[config.mk]
export PLATFORM = sky130hd
export DESIGN_NAME = erase_status_responder
export DESIGN_NICKNAME = d
export VERILOG_FILES = /design/src/rtl/esr_pkg.sv /design/src/rtl/esr_cmd_decode.sv /design/src/rtl/esr_flag_store.sv /design/src/rtl/esr_eval_timer.sv /design/src/rtl/esr_read_port.sv /design/src/rtl/erase_status_responder.sv
export SDC_FILE = /design/constraint.sdc
export NUM_CORES = 1
export LEC_CHECK = 0
export BUFFER_PORTS_ARGS = -buffer_cell sky130_fd_sc_hd__buf_4
export CAP_MARGIN = 20
export CORE_MARGIN = 2
export CORE_UTILIZATION = 34
export DETAILED_ROUTE_END_ITERATION = 12
export PLACE_DENSITY_LB_ADDON = 0.05
export SYNTH_ARGS = -nofsm -noshare
export SYNTH_HDL_FRONTEND = slang
export SYNTH_SLANG_ARGS = --single-unit
[constraint.sdc]
create_clock -name clk -period 2.55 [get_ports clk]
set_input_delay 0.51 -clock clk [delete_from_list [all_inputs] [get_ports clk]]
set_output_delay 0.51 -clock clk [all_outputs]
set_load 0.05 [all_outputs]
[src/rtl/esr_pkg.sv]
// Package: shared command codes, status bit positions and the decoded command type
// for the erase-status responder. Assumes a data bus of at least 8 bits.
package esr_pkg;

    localparam logic [7:0] CODE_EVAL = 8'hD0;  // evaluate erase status of a sector
    localparam logic [7:0] CODE_STAT = 8'h70;  // arm one status-word read
    localparam int         READY_BIT = 7;      // 1 = ready, 0 = busy
    localparam int         ERASE_BIT = 0;      // 1 = sector fully erased

    typedef enum logic [1:0] {
        CMD_NONE,
        CMD_EVAL,
        CMD_STAT
    } esr_cmd_e;

endpackage

[src/rtl/esr_cmd_decode.sv]
// Command decoder: classifies one bus write as evaluate, status-arm or nothing.
// Assumes commands compare against the whole data word; a write in the same
// cycle as a read is dropped so the read alone takes effect.
module esr_cmd_decode
    import esr_pkg::*;
#(
    parameter int DATA_W = 16
) (
    input  logic              wr,
    input  logic              rd,
    input  logic [DATA_W-1:0] wdata,
    output esr_cmd_e          cmd
);

    localparam logic [DATA_W-1:0] EVAL_WORD = DATA_W'(CODE_EVAL);
    localparam logic [DATA_W-1:0] STAT_WORD = DATA_W'(CODE_STAT);

    // Purpose: map a qualified write onto a command code.
    always_comb begin
        cmd = CMD_NONE;
        if (wr && !rd) begin
            if (wdata == EVAL_WORD) begin
                cmd = CMD_EVAL;
            end else if (wdata == STAT_WORD) begin
                cmd = CMD_STAT;
            end
        end
    end

endmodule

[src/rtl/esr_flag_store.sv]
// Flag store: one erase-complete bit per sector, written through the load port
// and read combinationally at the sector the timer selects. Assumes an index at
// or above NUM_SECTORS reads as 0.
module esr_flag_store #(
    parameter int NUM_SECTORS = 16,
    parameter int SECT_W      = 4
) (
    input  logic              clk,
    input  logic              rst_n,
    input  logic              ld_en,
    input  logic [SECT_W-1:0] ld_sector,
    input  logic              ld_flag,
    input  logic [SECT_W-1:0] sel_sector,
    output logic              sel_flag
);

    logic [NUM_SECTORS-1:0] flags;

    for (genvar s = 0; s < NUM_SECTORS; s++) begin : g_flag
        // Purpose: hold the flag of sector s, cleared by reset.
        always_ff @(posedge clk) begin
            if (!rst_n) begin
                flags[s] <= 1'b0;
            end else if (ld_en && (int'(ld_sector) == s)) begin
                flags[s] <= ld_flag;
            end
        end
    end

    // Purpose: return the flag of the selected sector, 0 when out of range.
    always_comb begin
        sel_flag = 1'b0;
        for (int s = 0; s < NUM_SECTORS; s++) begin
            if (int'(sel_sector) == s) begin
                sel_flag = flags[s];
            end
        end
    end

endmodule

[src/rtl/esr_eval_timer.sv]
// Evaluation timer: on an evaluate command it captures the sector, goes busy
// for EVAL_CYCLES clocks, then latches that sector's flag as the erase result.
// A new command while busy restarts the interval.
module esr_eval_timer #(
    parameter int EVAL_CYCLES = 8750,
    parameter int SECT_W      = 4
) (
    input  logic              clk,
    input  logic              rst_n,
    input  logic              start,
    input  logic [SECT_W-1:0] start_sector,
    input  logic              sel_flag,
    output logic [SECT_W-1:0] sel_sector,
    output logic              busy,
    output logic              erase_ok
);

    localparam int CNT_W = $clog2(EVAL_CYCLES + 1);
    localparam logic [CNT_W-1:0] LOAD_VAL = CNT_W'(EVAL_CYCLES - 1);

    logic [CNT_W-1:0] remain;

    // Purpose: run the busy countdown and latch the result when it ends.
    always_ff @(posedge clk) begin
        if (!rst_n) begin
            busy       <= 1'b0;
            remain     <= '0;
            sel_sector <= '0;
            erase_ok   <= 1'b0;
        end else if (start) begin
            busy       <= 1'b1;
            remain     <= LOAD_VAL;
            sel_sector <= start_sector;
            erase_ok   <= 1'b0;
        end else if (busy) begin
            if (remain == '0) begin
                busy     <= 1'b0;
                erase_ok <= sel_flag;
            end else begin
                remain <= remain - 1'b1;
            end
        end
    end

endmodule

[src/rtl/esr_read_port.sv]
// Read port: keeps the one-shot status arm and registers read data. An armed
// read returns the status word and disarms; otherwise the read returns the
// address pattern. Assumes DATA_W >= 8.
module esr_read_port
    import esr_pkg::*;
#(
    parameter int              DATA_W    = 16,
    parameter int              ADDR_W    = 16,
    parameter logic [DATA_W-1:0] ARRAY_KEY = 16'hA5C3
) (
    input  logic              clk,
    input  logic              rst_n,
    input  logic              rd,
    input  logic [ADDR_W-1:0] addr,
    input  esr_cmd_e          cmd,
    input  logic              busy,
    input  logic              erase_ok,
    output logic [DATA_W-1:0] rdata,
    output logic              rvalid,
    output logic              armed
);

    logic [DATA_W-1:0] status_word;
    logic [DATA_W-1:0] array_word;

    // Purpose: assemble the status word; the erase bit is masked while busy.
    always_comb begin
        status_word            = '0;
        status_word[READY_BIT] = ~busy;
        status_word[ERASE_BIT] = ~busy & erase_ok;
    end

    // Purpose: address-derived array pattern.
    always_comb begin
        array_word = DATA_W'(addr) ^ ARRAY_KEY;
    end

    // Purpose: arm on the status command, disarm on any read.
    always_ff @(posedge clk) begin
        if (!rst_n) begin
            armed <= 1'b0;
        end else if (rd) begin
            armed <= 1'b0;
        end else if (cmd == CMD_STAT) begin
            armed <= 1'b1;
        end
    end

    // Purpose: register read data and its valid pulse.
    always_ff @(posedge clk) begin
        if (!rst_n) begin
            rdata  <= '0;
            rvalid <= 1'b0;
        end else begin
            rvalid <= rd;
            if (rd) begin
                rdata <= armed ? status_word : array_word;
            end
        end
    end

endmodule

[src/rtl/erase_status_responder.sv]
// Top: flash erase-status responder. Decodes bus writes, runs the evaluation
// timer against the per-sector flag store, and overlays the status word on
// one read after a status command. Assumes single-cycle read/write strobes.
module erase_status_responder
    import esr_pkg::*;
#(
    parameter int              DATA_W      = 16,
    parameter int              ADDR_W      = 16,
    parameter int              NUM_SECTORS = 16,
    parameter int              SECT_LSB    = 12,
    parameter int              CLK_MHZ     = 125,
    parameter int              EVAL_US     = 70,
    parameter int              EVAL_CYCLES = CLK_MHZ * EVAL_US,
    parameter logic [DATA_W-1:0] ARRAY_KEY = 16'hA5C3,
    localparam int             SECT_W      = (NUM_SECTORS > 1) ? $clog2(NUM_SECTORS) : 1
) (
    input  logic              clk,
    input  logic              rst_n,
    input  logic              bus_wr,
    input  logic              bus_rd,
    input  logic [ADDR_W-1:0] bus_addr,
    input  logic [DATA_W-1:0] bus_wdata,
    output logic [DATA_W-1:0] bus_rdata,
    output logic              bus_rvalid,
    input  logic              ld_en,
    input  logic [SECT_W-1:0] ld_sector,
    input  logic              ld_flag
);

    esr_cmd_e          cmd;
    logic [SECT_W-1:0] addr_sector;
    logic [SECT_W-1:0] sel_sector;
    logic              sel_flag;
    logic              eval_busy;
    logic              erase_ok;
    logic              stat_armed;

    // Purpose: pick the sector field out of the write address.
    always_comb begin
        addr_sector = bus_addr[SECT_LSB +: SECT_W];
    end

    esr_cmd_decode #(
        .DATA_W (DATA_W)
    ) u_decode (
        .wr    (bus_wr),
        .rd    (bus_rd),
        .wdata (bus_wdata),
        .cmd   (cmd)
    );

    esr_flag_store #(
        .NUM_SECTORS (NUM_SECTORS),
        .SECT_W      (SECT_W)
    ) u_flags (
        .clk        (clk),
        .rst_n      (rst_n),
        .ld_en      (ld_en),
        .ld_sector  (ld_sector),
        .ld_flag    (ld_flag),
        .sel_sector (sel_sector),
        .sel_flag   (sel_flag)
    );

    esr_eval_timer #(
        .EVAL_CYCLES (EVAL_CYCLES),
        .SECT_W      (SECT_W)
    ) u_timer (
        .clk          (clk),
        .rst_n        (rst_n),
        .start        (cmd == CMD_EVAL),
        .start_sector (addr_sector),
        .sel_flag     (sel_flag),
        .sel_sector   (sel_sector),
        .busy         (eval_busy),
        .erase_ok     (erase_ok)
    );

    esr_read_port #(
        .DATA_W    (DATA_W),
        .ADDR_W    (ADDR_W),
        .ARRAY_KEY (ARRAY_KEY)
    ) u_read (
        .clk      (clk),
        .rst_n    (rst_n),
        .rd       (bus_rd),
        .addr     (bus_addr),
        .cmd      (cmd),
        .busy     (eval_busy),
        .erase_ok (erase_ok),
        .rdata    (bus_rdata),
        .rvalid   (bus_rvalid),
        .armed    (stat_armed)
    );

endmodule

==> metrics.txt <==
global-route wire length before repair between 9 and 10 mm; Synth warnings 0; Setup Viol. Count Final 0; IO Pins 59; syn_area_per_cell 8.68 um^2; setup slack after layout 355 ps; fin cells 442; hpwl dp 4.43 mm; WL met2 2.94 mm; port buffer count 58; Final min period 2200 ps; Final Max Slew Viols 0; Met3 Routed Length 229 um; core area approximately 0.007 mm^2; Mapped Area around 0.0025 mm^2; Post-synth EDFFs 0; PwrDens 529 mW/mm^2; highest routed layer met4; maxcap violations 0; CP arrival between 2000 and 2500 ps; DIE AREA 0.00803 mm^2; Clk pin slew, worst setup/hold paths 100 ps; fraction of layout cells with a size suffix above 1 between 20% and 30%; Total Routed Length 6.07 mm; ranking of synthesized cells by area dfxtp_1, nor2_1, a21oi_1; dpl ws 361 ps; Mapped Nets 330; Clock Tree Buf Depth 2; unrepaired setup endpoints after global routing no; Fin Hold WS roughly 420 ps; ys async rst share 0%; hold_buf cts 0; Netlist cell types 51; period utilisation layout 86.1%; Post-DRT Antenna Nets 0; P&R area growth vs syn 26.0%; DRC viols 0; DR WL/cell 13.7 um; GPL Wtd Cong 0.736; peak supply drop approximately 240 uV; Worst setup EP type flip-flop; CTS root buffer clkbuf_8; maximum clock frequency 456 MHz; Critical Path RT 2750 ps; leading area contributor after synthesis dfxtp_1; sequential share of the synthesized area 43.4%; cts repair resizes 0; flops & latches, synth 54; count leader, synth dfxtp_1; Startpoint Class flip-flop; post-synth top area share 43.4%; synth cell count leaders dfxtp_1, nor2_1, a21oi_1, nand2_1, o21ai_0; cell row count 31; TritonRoute pass-1 iters 4; Synth Flop Type dfxtp_1; Post-CTS Setup Bufs 0; H-tree levels 2; outcome finished, final reports clean; vias in the first global route 1949; starting density of the core 34.7%; clock tree from TritonCTS built; Crit Path Class reg2reg; Sink Count 54; M1 WL 2.87 mm; via-per-instance ratio 5.09; die width ~90 um; ant diodes 0; Layout Nets 385; Via Count 2249; GR Util All Layers 14.9%; pin count of the biggest net entering global routing 32; TNS Setup 0 ps; Rel. slew slack between 50 and 60%; placed insts 434; Hold Crit Class in2reg; clk_skew 10.5 ps; Slew @ Worst Pin 637 ps; number of DRC markers in iteration 0 89; Final Hold Viols 0; Static Leak 1.25 nW; worst skew pair latency 310 ps; Die Span Y 89.6 um; initial antenna violation count 0; Mapped Cells around 290; Num CTS Buffers 5; GR Overflow Total 0; Crit Path Max Fanout 9
==> per-stage QoR <==
step	power (mW)	utilization, %	area (um^2)
3_5_place_dp	1.10	42.2	3030
4_1_cts	1.69	43.8	3140
2_1_floorplan	1.00	-	2490
5_1_grt	1.74	43.8	3140
3_3_place_gp	1.10	42.2	3030
6_report	1.66	43.8	3140
==> critical path, stage by stage (launching register included) <==
cell	delay, ps
dfxtp_1	370
or4_1	710
or4b_4	610
and3b_1	180
o31a_1	230
==> cells in the final DEF (no fill, tap or decap), drive strengths merged, types with 2 or more instances in the layout <==
| cell | instances |
|---|---|
| nor2b | 3 |
| a21bo | 2 |
| inv | 4 |
| buf | 61 |
| nand4b | 2 |
| mux2i | 10 |
| nand2 | 21 |
| mux4 | 2 |
| mux2 | 5 |
| o31a | 2 |
| nand3 | 7 |
| dfxtp | 54 |
| or4b | 3 |
| o21ai | 18 |
| o41ai | 2 |
| nand4 | 2 |
| a31oi | 3 |
| nor4 | 5 |
| a21boi | 2 |
| nor4b | 2 |
| nor2 | 46 |
| nand3b | 3 |
| a22oi | 8 |
| or4 | 3 |
| a21oi | 30 |
| nor3 | 7 |
| nor4bb | 2 |
| nand2b | 6 |
| or3 | 3 |
| clkbuf | 6 |
==> sequential cells by signal, indices dropped and copies added (netlist names) <==
signal,count
u_timer.erase_ok,1
u_timer.busy,1
u_read.rdata,16
u_flags.flags,16
u_read.rvalid,1
u_timer.remain,14
u_read.armed,1
u_timer.sel_sector,4
==> report_power, final <==
part | total [mW] | leakage [nW] | switching (mW) | internal (mW)
Clock | 0.582 | 0.0514 | 0.288 | 0.294
Combinational | 0.211 | 0.756 | 0.126 | 0.0856
Sequential | 0.869 | 0.439 | 0.00846 | 0.861
==> layout make-up <==
class,instances,area [um^2]
repair buffers,61,470
clock inverters,2,37.5
well taps,99,124
multi-input cells,215,1340
flip-flops and latches,54,1080
clock buffers,6,72.6
inverters,5,18.8
fillers,757,4040
==> logic make-up (layout without fill, tap and decap cells) <==
| family | Yosys count | count (layout) | share of synthesized area [%] |
|---|---|---|---|
| flip-flops | 54 | 54 | 43.4 |
| multiplexers | 17 | 17 | 8.08 |
| AND/OR/NAND/NOR | 123 | 123 | 26.1 |
| AO/OA/AOI/OAI | 72 | 72 | 18.3 |
| XOR/XNOR | 2 | 2 | 0.703 |
| adder cells (fa/ha/maj) | 1 | 1 | 0.502 |
| buffers and inverters | 18 | 74 | 3.01 |
==> final timing paths <==
path                                                       end                           start  depth (start not counted)  slack (ps)
worst max-delay path            u_timer.remain[5]$_SDFFE_PN0P_  u_timer.remain[4]$_SDFFE_PP0P_                          4         350
worst min-delay path              u_read.rdata[9]$_SDFFE_PN0P_                     bus_addr[9]                          3         420
worst max register to register  u_timer.remain[5]$_SDFFE_PN0P_  u_timer.remain[4]$_SDFFE_PP0P_                          4         350
worst min register to register   u_flags.flags[0]$_SDFFE_PN0P_   u_flags.flags[0]$_SDFFE_PN0P_                          2         460
==> layer usage <==
metal	GRT usage, %	vias up
met3	2.83	4
li1	-	1154
met4	3.53	0
met2	24.7	38
met5	0	-
met1	20.1	1053
Power figures use the tool's default switching activity.
